<file path="config.mk">
export PLATFORM = sky130hd
export DESIGN_NAME = rxstat_ctrl
export DESIGN_NICKNAME = d
export VERILOG_FILES = /design/src/rtl/rxstat_pkg.sv /design/src/rtl/rxstat_lane.sv /design/src/rtl/rxstat_flags.sv /design/src/rtl/rxstat_ovr.sv /design/src/rtl/rxstat_ctrl.sv
export SDC_FILE = /design/constraint.sdc
export NUM_CORES = 1
export LEC_CHECK = 0
export BUFFER_PORTS_ARGS = -buffer_cell sky130_fd_sc_hd__buf_4
export CAP_MARGIN = 40
export CORE_MARGIN = 3
export CORE_UTILIZATION = 45
export CTS_CLUSTER_SIZE = 16
export DETAILED_ROUTE_END_ITERATION = 10
export HOLD_SLACK_MARGIN = 0.03
export PLACE_DENSITY_LB_ADDON = 0.25
export SYNTH_ARGS = -nofsm -noshare
export SYNTH_HDL_FRONTEND = slang
export SYNTH_SLANG_ARGS = --single-unit
export TNS_END_PERCENT = 30
</file>
<file path="constraint.sdc">
create_clock -name clk -period 1.35 [get_ports clk]
set_input_delay 0.2025 -clock clk [delete_from_list [all_inputs] [get_ports clk]]
set_output_delay 0.2025 -clock clk [all_outputs]
set_load 0.005 [all_outputs]
</file>
<file path="src/rtl/rxstat_pkg.sv">
package rxstat_pkg;
  localparam int NUM_RX    = 4;
  localparam int WORD_W    = 24;
  localparam int MAX_SLOTS = 32;
  localparam int SLOT_W    = $clog2(MAX_SLOTS);
endpackage

</file>
<file path="src/rtl/rxstat_lane.sv">
module rxstat_lane #(
  parameter int WORD_W = rxstat_pkg::WORD_W
) (
  input  logic              clk,
  input  logic              rst_n,
  input  logic              en,
  input  logic              load,
  input  logic              rd,
  input  logic [WORD_W-1:0] word,
  output logic [WORD_W-1:0] data,
  output logic              pend_nx
);
  logic take;
  logic pend;

  always_comb begin
    take    = load & en;
    pend_nx = take ? 1'b1 : (rd ? 1'b0 : pend);
  end

  always_ff @(posedge clk or negedge rst_n) begin
    if (!rst_n) begin
      data <= '0;
      pend <= 1'b0;
    end else begin
      if (take) data <= word;
      pend <= pend_nx;
    end
  end
endmodule

</file>
<file path="src/rtl/rxstat_flags.sv">
module rxstat_flags #(
  parameter int NUM_RX = rxstat_pkg::NUM_RX
) (
  input  logic              clk,
  input  logic              rst_n,
  input  logic              net_mode,
  input  logic              xfer_any,
  input  logic              slot_odd,
  input  logic              fs_seen,
  input  logic [NUM_RX-1:0] rx_en,
  input  logic [NUM_RX-1:0] pend_nx,
  output logic              full,
  output logic              even,
  output logic              odd,
  output logic              fsync
);
  logic full_nx, even_nx, odd_nx, rfs, rfs_nx, keep;

  always_comb begin
    keep    = |(pend_nx & rx_en);
    full_nx = full;
    even_nx = even;
    odd_nx  = odd;
    rfs_nx  = rfs;
    if (xfer_any) begin
      full_nx = 1'b1;
      even_nx = net_mode & ~slot_odd;
      odd_nx  = net_mode & slot_odd;
      rfs_nx  = fs_seen;
    end else if (!keep) begin
      full_nx = 1'b0;
      even_nx = 1'b0;
      odd_nx  = 1'b0;
    end
  end

  always_ff @(posedge clk or negedge rst_n) begin
    if (!rst_n) begin
      full <= 1'b0;
      even <= 1'b0;
      odd  <= 1'b0;
      rfs  <= 1'b0;
    end else begin
      full <= full_nx;
      even <= even_nx;
      odd  <= odd_nx;
      rfs  <= rfs_nx;
    end
  end

  assign fsync = (|rx_en) & (net_mode ? rfs : 1'b1);
endmodule

</file>
<file path="src/rtl/rxstat_ovr.sv">
module rxstat_ovr #(
  parameter int NUM_RX = rxstat_pkg::NUM_RX
) (
  input  logic              clk,
  input  logic              rst_n,
  input  logic              xfer_any,
  input  logic              full,
  input  logic              sr_rd,
  input  logic [NUM_RX-1:0] dr_rd,
  input  logic [NUM_RX-1:0] rx_en,
  output logic              ovr
);
  logic              ovr_nx, armed, armed_nx;
  logic [NUM_RX-1:0] need, need_nx;

  always_comb begin
    ovr_nx   = ovr;
    armed_nx = armed;
    need_nx  = need;
    if (xfer_any) begin
      armed_nx = 1'b0;
      if (full) ovr_nx = 1'b1;
    end else if (ovr && sr_rd) begin
      armed_nx = 1'b1;
      need_nx  = rx_en;
    end else if (armed) begin
      need_nx = need & ~dr_rd;
      if ((need_nx & rx_en) == '0) begin
        ovr_nx   = 1'b0;
        armed_nx = 1'b0;
      end
    end
  end

  always_ff @(posedge clk or negedge rst_n) begin
    if (!rst_n) begin
      ovr   <= 1'b0;
      armed <= 1'b0;
      need  <= '0;
    end else begin
      ovr   <= ovr_nx;
      armed <= armed_nx;
      need  <= need_nx;
    end
  end
endmodule

</file>
<file path="src/rtl/rxstat_ctrl.sv">
module rxstat_ctrl #(
  parameter int NUM_RX    = rxstat_pkg::NUM_RX,
  parameter int WORD_W    = rxstat_pkg::WORD_W,
  parameter int MAX_SLOTS = rxstat_pkg::MAX_SLOTS,
  localparam int SLOT_W   = $clog2(MAX_SLOTS),
  localparam int BUS_W    = NUM_RX * WORD_W
) (
  input  logic              clk,
  input  logic              rst_n,
  input  logic              net_mode,
  input  logic [NUM_RX-1:0] rx_en,
  input  logic              xfer_stb,
  input  logic [BUS_W-1:0]  xfer_data,
  input  logic [SLOT_W-1:0] slot_idx,
  input  logic              fs_seen,
  input  logic              sr_rd,
  input  logic [NUM_RX-1:0] dr_rd,
  input  logic              ie_data,
  input  logic              ie_exc,
  input  logic              ie_even,
  output logic [BUS_W-1:0]  rx_data,
  output logic              stat_fsync,
  output logic              stat_ovr,
  output logic              stat_full,
  output logic              stat_even,
  output logic              stat_odd,
  output logic              irq_data,
  output logic              irq_exc,
  output logic              irq_even
);
  logic              xfer_any;
  logic [NUM_RX-1:0] pend_nx;

  assign xfer_any = xfer_stb & (|rx_en);

  for (genvar g = 0; g < NUM_RX; g++) begin : g_lane
    rxstat_lane #(.WORD_W(WORD_W)) u_lane (
      .clk     (clk),
      .rst_n   (rst_n),
      .en      (rx_en[g]),
      .load    (xfer_stb),
      .rd      (dr_rd[g]),
      .word    (xfer_data[g*WORD_W +: WORD_W]),
      .data    (rx_data[g*WORD_W +: WORD_W]),
      .pend_nx (pend_nx[g])
    );
  end

  rxstat_flags #(.NUM_RX(NUM_RX)) u_flags (
    .clk      (clk),
    .rst_n    (rst_n),
    .net_mode (net_mode),
    .xfer_any (xfer_any),
    .slot_odd (slot_idx[0]),
    .fs_seen  (fs_seen),
    .rx_en    (rx_en),
    .pend_nx  (pend_nx),
    .full     (stat_full),
    .even     (stat_even),
    .odd      (stat_odd),
    .fsync    (stat_fsync)
  );

  rxstat_ovr #(.NUM_RX(NUM_RX)) u_ovr (
    .clk      (clk),
    .rst_n    (rst_n),
    .xfer_any (xfer_any),
    .full     (stat_full),
    .sr_rd    (sr_rd),
    .dr_rd    (dr_rd),
    .rx_en    (rx_en),
    .ovr      (stat_ovr)
  );

  assign irq_data = stat_full & ie_data;
  assign irq_exc  = stat_ovr  & ie_exc;
  assign irq_even = stat_even & ie_even;
endmodule

</file>
## After elaboration in Yosys (flattened, before gate mapping)

Index checks and enable logic that the tools add are counted.

| storage, ports and cells | value |
|---|---|
| register bits | 110 |
| input port bits | 118 |
| output and inout bits | 104 |
| word-level logic and storage cells | 68 |

| cells by class | value |
|---|---|
| equal/unequal tests | 3 |
| multiplexer cells | 24 |
| bitwise logic cells | 17 |
| reductions and logical operators | 9 |

Operators by type and width:

| cell | count |
|---|---|
| $mux 1 | 22 |
| $and 4x4->4 | 3 |
| $and 1x1->1 | 11 |
| $mux 4 | 2 |
| $reduce_or 4->1 | 2 |
| $reduce_bool 2->1 | 3 |
| $logic_not 4->1 | 1 |
| $ne 2x2->1 const B | 2 |
| $not 4->4 | 1 |
| $reduce_and 4->1 | 1 |
| $ne 2x1->1 const B | 1 |
| $not 1->1 | 2 |
| $reduce_and 2->1 | 1 |
| $logic_and 1x1->1 | 1 |

## Longest topological paths before layout

Gate-level depths: netlist of the first run.

| depth | value |
|---|---|
| depth in word-level cells | 8 |
| mapped depth | 6 |
| depth with buffers taken out | 4 |

## Hierarchy

Synthesis of the first run repeated with hierarchy kept, for this count alone.

| unflattened totals | value |
|---|---|
| cells, all modules | 276 |
| area, all modules | 4544.4 sq um |

By module, submodules not included:

| module | times used | cells an instance | area an instance (sq um) | seq. area each (sq um) |
|---|---|---|---|---|
| rxstat_lane | 4 | 54 | 1004.7 | 625.6 |
| rxstat_ovr | 1 | 37 | 304.0 | 150.1 |
| rxstat_flags | 1 | 19 | 191.4 | 100.1 |
| rxstat_ctrl | 1 | 4 | 30.0 | 0.0 |

## Least setup slack after synthesis of the first run

No wires, ideal clock.

| timing | value |
|---|---|
| path type | input to register |
| start | in xfer_stb |
| end | reg g_lane[2].u_lane.data[0] |
| setup time | 0.125 ns |
| arrival time | 1.152 ns |
| data required time | 1.225 ns |
| slack | 0.074 ns |
| stages | 5 |
| path buffers | 3 |
| path through | buf_2 buf_4 nand2_2 buf_2 mux2_2 |

| between the ends | value |
|---|---|
| cells in the longest elaborated chain, start to end | 1 |

RTL lines:

| item | line | RTL |
|---|---|---|
| start: declaration | rxstat_ctrl.sv:12 | `input logic xfer_stb,` |
| $and 1x1->1 | rxstat_lane.sv:17 | `take = load & en;` |
| end signal: assignment | rxstat_lane.sv:26 | `if (take) data <= word;` |
| end: declaration | rxstat_lane.sv:10 | `output logic [WORD_W-1:0] data,` |

Every way passes these cells.
A chain may end at the register's enable or synchronous reset.

## Worst setup path after layout of the first run

| timing | value |
|---|---|
| start | reg u_ovr.ovr |
| end | out irq_exc |

| between the ends | value |
|---|---|
| cells in the longest elaborated chain, start to end | 1 |

RTL lines:

| item | line | RTL |
|---|---|---|
| start: declaration | rxstat_ovr.sv:11 | `output logic ovr` |
| start signal: assignment | rxstat_ovr.sv:41 | `ovr <= ovr_nx;` |
| $and 1x1->1 | rxstat_ctrl.sv:76 | `assign irq_exc = stat_ovr & ie_exc;` |
| end: declaration | rxstat_ctrl.sv:28 | `output logic irq_exc,` |

Every way passes these cells.

==> results of run 1 <==
Yosys cell counts, types with 2 or more instances:
| cell | number |
|---|---|
| dfrtp_1 | 110 |
| nand2_2 | 2 |
| o21ai_0 | 8 |
| mux2_1 | 4 |
| mux2_2 | 92 |
| buf_2 | 10 |
| nand2_1 | 14 |
| nor2b_1 | 5 |
| and2_1 | 5 |
| a21oi_1 | 6 |
| buf_6 | 3 |
| o21ai_1 | 2 |
| a21o_1 | 5 |
| nor2_1 | 2 |
how the worst min path moves through the flow:
stage                                end  slack [ns]  depth (start not counted)
6_report        g_lane[2].u_lane.data[1]        0.05                          2
5_1_grt        g_lane[2].u_lane.data[22]        0.03                          2
4_1_cts         g_lane[2].u_lane.data[1]        0.03                          2
3_5_place_dp               u_ovr.need[3]        0.12                          1
3_3_place_gp                 u_ovr.armed        0.12                          1
2_1_floorplan   g_lane[0].u_lane.data[0]       -0.09                          0
metal layers:
metal	track usage (%)	wire, um	share of wire, %
met1	21.89	3936	38
met2	33.79	5296	51
met3	6.729	906	8.8
met4	6.838	166	1.6
met5	0	0	0
cells in the final DEF, fill, tap and decap left out:
cell,Yosys,layout
dfrtp_1,110,110
dlygate4sd3_1,0,3
inv_6,0,2
o21ai_1,2,2
a31oi_1,1,1
a21o_1,5,5
nand2_2,2,2
nor4_1,1,1
and3b_1,1,1
clkinv_2,0,1
nor2b_1,5,5
nor4_4,1,1
nand2_1,14,14
buf_4,1,222
bufinv_16,0,1
mux2_1,4,4
buf_12,0,6
inv_8,0,1
a31o_2,1,1
clkinv_4,0,1
nor3b_1,1,1
mux2_2,92,92
o21ai_0,8,8
and2_1,5,5
a31o_1,1,1
clkbuf_8,0,9
a21oi_1,6,6
o22ai_1,1,1
clkinvlp_4,0,1
nor2_1,2,2
nand4_1,1,1
o41ai_4,1,1
inv_1,1,1
and3_1,1,1
critical path: cells and delay by family (launching register included):
| kind | cells | cell delay [ns] |
|---|---|---|
| DFF | 1 | 0.41 |
| buffers and inverters | 1 | 0.13 |
| and+or+nand+nor | 1 | 0.17 |
final cells by class:
type | instances | area share (%)
Inverter | 1 | 0.05878
Clock inverter | 7 | 1.254
Multi-Input combinational cell | 156 | 22.67
Timing Repair Buffer | 231 | 28.45
Tap cell | 129 | 2.527
Sequential cell | 110 | 43.10
Clock buffer | 9 | 1.940
state kept, by name (all words and copies together), names as in the netlist:
name	flops
u_flags.rfs	1
g_lane.u_lane.pend	4
u_flags.odd	1
u_ovr.ovr	1
u_flags.even	1
u_ovr.armed	1
u_flags.full	1
g_lane.u_lane.data	96
u_ovr.need	4
power groups by stage:
| stage | Combinational, mW | Clock [mW] | Sequential, mW |
|---|---|---|---|
| 2_1_floorplan | 0.598 | 0 | 4.09 |
| 3_3_place_gp | 1.79 | 0 | 4.06 |
| 3_5_place_dp | 1.83 | 0 | 4.09 |
| 4_1_cts | 1.84 | 2.10 | 4.03 |
| 5_1_grt | 1.95 | 2.23 | 4.08 |
| 6_report | 1.80 | 2.02 | 4.02 |
per-stage QoR:
stage                     hold slack [ns]  cell area, um2
after floorplan                  -0.09309            4299
after global placement             0.1167            6152
after detailed placement           0.1178            6152
after CTS                         0.03054            6376
after global routing              0.03277            6386
final                             0.04867            6386
logic make-up after synthesis:
| kind of cell | synth area share (%) |
|---|---|
| flops | 64.03 |
| mux | 25.15 |
| simple gates | 4.453 |
| compound gates | 4.075 |
| buf+inv | 2.299 |
repair_timing:
item / in CTS / in global routing
setup buffers: 0 / 0
endpoints found under the hold margin: 26 / 1
hold buffers: 2 / 1
==> impl_metrics.ini, run 1 <==
[setup_path]
required_ns = 1.15
endpoint_kind = output pin
rr_worst_depth = 3
critPathLaunchType = register
crit_fanout = 4
crit_type = reg2out
worstPathCellList = and2_1, buf_4
cp-endpoint = irq_exc
worstSetupStartpoint = u_ovr.ovr
critPathArrivalTime_ns = 1.06
cp_slowest_cell = dfrtp_1
r2r-end = u_ovr.ovr
critPathMaxStageDelay_ns = 0.41
crit-reg2reg-launch = u_ovr.ovr
rrSetupSlack_ns = 0.12

[sta]
tightest_slew_ns = 0.4250
worst_slack_ns = 0.08432
fin_skew_ns = 0.006680
fin_setup_tns_ns = 0
timing.final.crit_period_ns = 1.266
max_freq_ghz = 0.7901
period_share_pct = 93.75
max_slew_margin_pct = 71.57
rsz0062_at_grt = no
setup_viol = 0
slew_violations = 0
hold_viol = 0

[global_route]
antenna_found_initial = 0
grtUsageTotal_pct = 19.28
overflow = 0
grt_pass1_vias = 3252
grt_max_degree = 46
grt_pass1_wl_mm = 16.57

[cells_and_area]
nets = 627
multiInputGateArea_um2 = 1448
register_area_um2 = 2753
drive_above_1_share_pct = 66.34
antenna_cells = 0
final_util_pct = 68.79
area_growth_pct = 48.54
fillers = 713
final_cells = 643

[floorplan]
die_h_um = 103.7
die_w_um = 103.7
dieArea_um2 = 10760
initial_core_util_pct = 46.31
fp.coreArea_um2 = 9284
num_rows = 35
io_pins = 222

[synthesis]
synthTopCellsByArea = dfrtp_1 64%, mux2_2 24%, nand2_1 1.2%
synth_edf_count = 0
synth.distinct_cells = 28
async_flop_share_pct = 100.0
syn-num-nets = 400
yosysSeqAreaShare_pct = 64.03
yosys_warnings = 0
syn_area_um2 = 4299
synth_top_cell_by_area = dfrtp_1
postSynthCellCount = 282
avgSynthCellArea_um2 = 15.25
netlist.area_leader.share_pct = 64.03
ys_ff_latch = 110
ys.flop_type = dfrtp_1

[min_path]
hp-class = in2reg
min_from = xfer_data[49]

[power]
switching_share_pct = 25.62
power_switching_mw = 2.011
clock_power_share_pct = 25.8
p_per_area_nw_per_um2 = 1229
intPower_mw = 5.837
pwr-share-seq_pct = 51.2
p_leak_nw = 3.105
combPwrFrac_pct = 23.0
power_mw = 7.848
ir_drop_v = 0.0006987

[route]
vias_per_cell = 4.829
drt-initial-drc-count = 137
dr_total_vias = 3105
avgRoutedWirePerCell_um = 16.03
drcViolationCount = 0
dr.pass1.iters = 4
ant_nets = 0
wl_mm = 10.31

[clocking]
clockBufferDepth = 2
cts_tree = yes
clock_latency_ns = 0.35
root_buffer = clkbuf_8
cts_inserted_buffers = 9
path_clk_slew_ns = 0.11
cts-htree-levels = 3
post_cts_resized = 0
cts.sinks = 110

[placed_design]
port_buffers = 217
pre_cts_slack_ns = 0.04718
detailedPlacementHpwl_mm = 8.015
placed_cells = 624
place.gp.congestion = 0.8539

[outcome]
status = finished clean

[run]
max_cap_viol_count = 0
Note: power is estimated with default switching activity, not from simulation.
==> run 2: changes to the inputs <==
--- a/config.mk
+++ b/config.mk
@@ -7,13 +7,16 @@
 export LEC_CHECK = 0
 export BUFFER_PORTS_ARGS = -buffer_cell sky130_fd_sc_hd__buf_4
 export CAP_MARGIN = 40
+export CELL_PAD_IN_SITES_DETAIL_PLACEMENT = 2
+export CELL_PAD_IN_SITES_GLOBAL_PLACEMENT = 2
 export CORE_MARGIN = 3
-export CORE_UTILIZATION = 45
+export CORE_UTILIZATION = 30
 export CTS_CLUSTER_SIZE = 16
 export DETAILED_ROUTE_END_ITERATION = 10
 export HOLD_SLACK_MARGIN = 0.03
 export PLACE_DENSITY_LB_ADDON = 0.25
 export SYNTH_ARGS = -nofsm -noshare
 export SYNTH_HDL_FRONTEND = slang
+export SYNTH_HIERARCHICAL = 1
 export SYNTH_SLANG_ARGS = --single-unit
 export TNS_END_PERCENT = 30
==> run 2 against run 1 <==
Synthesized cell count is 2.1% lower; clock skew is 0.0036 ns lower; synthesized area is 5.7% higher; routed wire length is 27% higher; largest cell class unchanged; critical path depth is 3 higher; via count is 3.0% higher; cell area is 7.0% higher; critical path type is now in2out; global-route usage is 3.6 points lower; clock-buffer cell count is 4 higher; clock power is 35% higher; critical endpoint is now stat_fsync; combinational power is 16% higher; sequential power is 1% higher.
==> impl_metrics.ini, run 2 <==
[synthesis]
yosys_warnings = 6
ys.flop_type = dfrtp_1
synthSimpleGateAreaFrac_pct = 3.001
synthTopCellsByArea = dfrtp_1 61%, mux2_4 25%, mux2_2 5.0%
avgSynthCellArea_um2 = 16.47
postSynthCellCount = 276
netlist.area_leader.share_pct = 60.57
synth_top_family_by_area = multiplexers
ys_top_cells_by_count = 110 x dfrtp_1, 76 x mux2_4, 20 x mux2_2
synth.distinct_cells = 23
yosysSeqAreaShare_pct = 60.57
synthXorXnorAreaFrac_pct = 0
syn_area_um2 = 4544
synth_top_cell_by_area = dfrtp_1
synth_compound_area_share_pct = 3.800
post_synth_mux_area_share_pct = 30.07
ys_ff_latch = 110
syn-num-nets = 394
yosysMostFrequentCell = dfrtp_1
synth-adder-area-share_pct = 0
synth_edf_count = 0
async_flop_share_pct = 100.0

[setup_path]
crit_type = in2out
endpoint_kind = output pin
rrSetupSlack_ns = 0.09
crit-reg2reg-launch = g_lane[1].u_lane/pend
crit_fanout = 4
critPathMaxStageDelay_ns = 0.38
rr_worst_depth = 5
worstPathCellList = buf_4, buf_4, nor4_1, a21oi_1, buf_4
cp_slowest_cell = nor4_1
critPathArrivalTime_ns = 1.08
required_ns = 1.15
critPathLaunchType = input pin
cpMostUsedCell = buf_4
r2r-end = u_flags/odd

[placed_design]
port_buffers = 217
place_area_um2 = 6501
placed_cells = 684
pre_cts_slack_ns = -0.04841
place.gp.congestion = 0.7211
detailedPlacementHpwl_mm = 9.778

[sta]
max_slew_margin_pct = 71.50
whs_ns = 0.06873
timing.final.crit_period_ns = 1.281
slew_violations = 0
fin_skew_ns = 0.003041
period_share_pct = 94.88
max_freq_ghz = 0.7807
worst_slack_ns = 0.06910
setup_viol = 0
hold_viol = 0
rsz0062_at_grt = no
fin_setup_tns_ns = 0
tightest_slew_ns = 0.4231

[clocking]
clock_latency_ns = 0.35
root_buffer = clkbuf_16
path_clk_slew_ns = 0.07
cts_tree = yes
cts.sinks = 110
cts_inserted_buffers = 9
cts-htree-levels = 3
post_cts_buffers = 0
clockBufferDepth = 2

[power]
ir_drop_v = 0.0006043
p_leak_nw = 3.505
power_mw = 8.873
p_per_area_nw_per_um2 = 1298

[cells_and_area]
final_util_pct = 46.50
area_growth_pct = 50.41
nets = 631
final_cell_mix = 226 x buf_4, 110 x dfrtp_1, 76 x mux2_4, 20 x mux2_2, 15 x nand2_1
antenna_cells = 0
regMostFlops = g_lane.u_lane/data
largest_reg_flops = 96
final_cells = 702
finalInstanceArea_um2 = 6835
reg_top3 = g_lane.u_lane/data: 96 flops, g_lane.u_lane/pend: 4 flops, u_ovr/need: 4 flops
drive_above_1_share_pct = 67.57
final_common_cell = buf_4

[route]
wl_mm = 13.13
avgRoutedWirePerCell_um = 18.70
dr_total_vias = 3199
vias_per_cell = 4.557
drt-initial-drc-count = 54
ant_nets = 0
drcViolationCount = 0
dr.pass1.iters = 4

[global_route]
antenna_found_initial = 0
overflow = 0
grt_pass1_wl_mm = 20.24
grt_pass1_vias = 3716
grt_max_degree = 56
grtUsageTotal_pct = 15.72

[floorplan]
io_pins = 222
initial_core_util_pct = 30.92
dieArea_um2 = 16660
num_rows = 44
die_w_um = 129.1
fp.coreArea_um2 = 14700
die_h_um = 129.1

[min_path]
hold_end = g_lane[0].u_lane/pend
min_from = dr_rd[0]
hp-class = in2reg
hold_path_depth = 2

[run]
max_cap_viol_count = 0

[outcome]
status = finished clean
==> run 2: cell types whose count changed after synthesis, sizes merged, moves of 2 or more <==
cell / delta
a21o: -5
a31o: -2
buf: -6
inv: +6
nand2: +3
nor2b: -5
==> run 2: per-layer routing <==
layer / routed length (um) / GRT usage (%)
met1: 5269 / 18.66
met2: 6503 / 26.01
met3: 1218 / 6.925
met4: 137 / 4.447
met5: 0 / 0
==> run 2: area by class of cell <==
type / count / area, um2
Fill cell: 1433 / 7864
Sequential cell: 110 / 2753
Timing Repair Buffer: 234 / 1837
Multi-Input combinational cell: 151 / 1687
Clock buffer: 13 / 260.3
Tap cell: 184 / 230.2
Clock inverter: 3 / 42.54
Inverter: 7 / 26.28
==> run 2: cell families (layout without fill, tap and decap cells) <==
family / count (synthesis) / count (layout)
simple gates: 29 / 29
mux: 96 / 96
flops: 110 / 110
compound gates: 26 / 26
buf+inv: 15 / 257
==> run 2: worst max path at each step <==
stage                   endpoint    startpoint  cells past startpoint  slack (ns)
floorplan           u_flags/even      xfer_stb                      6        0.04
global placement    u_flags/even      rx_en[1]                      4       0.008
detailed placement  u_flags/even      rx_en[1]                      4       -0.05
CTS                   stat_fsync      rx_en[1]                      5        0.03
global route            irq_data  u_flags/full                      2       0.008
finish                stat_fsync      rx_en[1]                      5        0.07
==> run 2: where the power goes <==
part / switching [mW] / internal [mW]
clock network: 1.18 / 1.54
registers: 0.296 / 3.78
logic: 0.686 / 1.39
total: 2.17 / 6.71
==> run 2: timing repair <==
| item | 4_1_cts | 5_1_grt |
|---|---|---|
| hold buffers | 2 | 0 |
| resized for setup | 1 | 1 |
| endpoints found under the hold margin | 111 | 0 |
| pin swaps | 0 | 1 |
| setup endpoints to repair | 2 | 3 |
==> run 2: worst max-delay path, delay by kind of cell <==
family,cells,cell delay (ns)
AND/OR/NAND/NOR,1,0.38
buffers and inverters,3,0.42
AO/OA/AOI/OAI,1,0.07
==> run 3: changes to the inputs <==
--- a/config.mk
+++ b/config.mk
@@ -5,12 +5,13 @@
 export SDC_FILE = /design/constraint.sdc
 export NUM_CORES = 1
 export LEC_CHECK = 0
+export ABC_AREA = 1
 export BUFFER_PORTS_ARGS = -buffer_cell sky130_fd_sc_hd__buf_4
 export CAP_MARGIN = 40
 export CELL_PAD_IN_SITES_DETAIL_PLACEMENT = 2
 export CELL_PAD_IN_SITES_GLOBAL_PLACEMENT = 2
 export CORE_MARGIN = 3
-export CORE_UTILIZATION = 30
+export CORE_UTILIZATION = 26
 export CTS_CLUSTER_SIZE = 16
 export DETAILED_ROUTE_END_ITERATION = 10
 export HOLD_SLACK_MARGIN = 0.03
==> run 3 against run 2 <==
Worst setup slack lost 0.011 ns; global-route usage grew 0.76 points; register-to-register slack gained 0.04 ns; clock-buffer cell count shrank 3; critical path type is now reg2out; sequential power shrank 2%; critical endpoint is now irq_exc; clock skew grew 0.00096 ns; combinational power shrank 13%; sequential cell count is the same; largest power group unchanged.
==> impl_metrics.ini, run 3 <==
[sta]
max_freq_ghz = 0.7739
tightest_slew_ns = 0.5178
fin_skew_ns = 0.004004
rsz0062_at_grt = no
period_share_pct = 95.72
timing.final.crit_period_ns = 1.292
hold_viol = 0
fin_setup_tns_ns = 0
max_slew_margin_pct = 65.48
slew_violations = 0
setup_viol = 0

[placed_design]
port_buffers = 217
placed_cells = 943
place.gp.congestion = 0.7448
detailedPlacementHpwl_mm = 12.07

[floorplan]
die_w_um = 140.2
io_pins = 222
num_rows = 48
die_h_um = 140.2
initial_core_util_pct = 26.81
dieArea_um2 = 19670
fp.coreArea_um2 = 17480

[clocking]
root_buffer = clkbuf_16
cts_tree = yes
clockBufferDepth = 2
cts.sinks = 110
clock_latency_ns = 0.34
cts-htree-levels = 3
path_clk_slew_ns = 0.07
cts_inserted_buffers = 9

[global_route]
antenna_found_initial = 0
overflow = 0
grt_pass1_wl_mm = 26.25
grtUsageTotal_pct = 16.48
grt_max_degree = 70
grt_pass1_vias = 5051

[cells_and_area]
nets = 849
fillers = 1970
final_cell_mix = 236 x buf_4, 212 x nand2_1, 110 x dfrtp_1, 103 x nand3_1, 19 x inv_1
final_common_cell = buf_4
regMostFlops = g_lane.u_lane/data
drive_above_1_share_pct = 35.87
final_cells = 961
antenna_cells = 0
reg_top3 = g_lane.u_lane/data: 96 flops, g_lane.u_lane/pend: 4 flops, u_ovr/need: 4 flops
area_growth_pct = 44.86
largest_reg_flops = 96

[power]
p_leak_nw = 3.725
p_per_area_nw_per_um2 = 1229
ir_drop_v = 0.0006110

[setup_path]
rrSetupSlack_ns = 0.13
crit_type = reg2out
endpoint_kind = output pin
crit_fanout = 3
required_ns = 1.15
critPathArrivalTime_ns = 1.09
critPathLaunchType = register

[route]
drt-initial-drc-count = 137
vias_per_cell = 4.590
met3_length_mm = 1.115
ant_nets = 0
dr_total_vias = 4411
dr_wl_met2_mm = 8.249
avgRoutedWirePerCell_um = 16.79
wl_mm = 16.13
dr.pass1.iters = 4
drcViolationCount = 0
drt-met1-wl_mm = 6.567
top_layer_used = met4

[synthesis]
postSynthCellCount = 513
synth_edf_count = 0
avgSynthCellArea_um2 = 9.134
yosysMostFrequentCell = nand2_1
ys_top_cells_by_count = 213 x nand2_1, 110 x dfrtp_1, 103 x nand3_1
async_flop_share_pct = 100.0
yosysSeqAreaShare_pct = 58.74
synthTopCellsByArea = dfrtp_1 59%, nand2_1 17%, nand3_1 11%
synth_top_cell_by_area = dfrtp_1
syn_area_um2 = 4686
ys_ff_latch = 110
synth.distinct_cells = 17
ys.flop_type = dfrtp_1
yosys_warnings = 6
netlist.area_leader.share_pct = 58.74
syn-num-nets = 631

[outcome]
status = finished clean

[min_path]
hp-class = in2reg

[run]
max_cap_viol_count = 0
## run 3: worst max-delay path: stages (launching register included)
cell     delay, ns
dfrtp_1       0.40
buf_6         0.14
nand2_2       0.05
inv_1         0.03
buf_4         0.12
## run 3: kinds of logic (layout without fill, tap and decap cells)
group,after synthesis,count (layout),synth area share (%)
buffers and inverters,53,276,7.770
AOI/OAI and AO/OA,21,21,2.804
and+or+nand+nor,329,329,30.68
DFF,110,110,58.74
## run 3: layer usage
metal,track usage (%),up-vias
met1,19.27,2204
met5,0,-
met4,4.335,0
li1,-,2070
met3,4.438,12
met2,29.76,125
## run 3: path summary, 6_finish.rpt
path,startpoint,to,depth (start not counted)
worst max-delay path,u_ovr/ovr,irq_exc,4
worst min-delay path,fs_seen,u_flags/rfs,3
worst max register to register,u_ovr/ovr,u_ovr/need[0],5
worst min register to register,g_lane[0].u_lane/data[19],g_lane[0].u_lane/data[19],2
max in group asynchronous,rst_n,g_lane[2].u_lane/data[22],3
min in group asynchronous,rst_n,g_lane[0].u_lane/data[8],2
## run 3: timing repair
action                                 CTS  global route
setup endpoints to repair                0             1
setup buffers                            0             1
hold buffers                             1             0
endpoints found under the hold margin  110             0
gates resized for setup                  0             3
## run 3: final cells by class
type / instances / area, um2 / area share [%]
tap: 225 / 281.5 / 4.147
multi-input combinational: 350 / 1577 / 23.23
clock buffer: 10 / 239.0 / 3.521
timing repair buffer: 239 / 1813 / 26.71
inverter: 21 / 78.83 / 1.161
sequential: 110 / 2753 / 40.55
clock inverter: 6 / 46.29 / 0.6820
## run 3: power by group
| part | internal (mW) | switching [mW] |
|---|---|---|
| sequential | 3.73 | 0.258 |
| clock | 1.31 | 1.24 |
| combinational | 0.948 | 0.862 |
## run 3: through the flow
| step | instance area [um2] | power, mW | worst slack [ns] | util [%] | hold slack (ns) |
|---|---|---|---|---|---|
| after detailed placement | 6474 | 5.900 | -0.002144 | 37.04 | 0.01045 |
| after global routing | 6788 | 8.912 | 0.00006140 | 38.84 | 0.08859 |
| final | 6788 | 8.343 | 0.05779 | 38.84 | 0.07687 |
| after floorplan | 4686 | 4.686 | 0.02642 | - | -0.09309 |
| after CTS | 6769 | 8.544 | 0.01128 | 38.73 | 0.06755 |
| after global placement | 6474 | 5.772 | 0.09175 | 37.04 | 0.007376 |
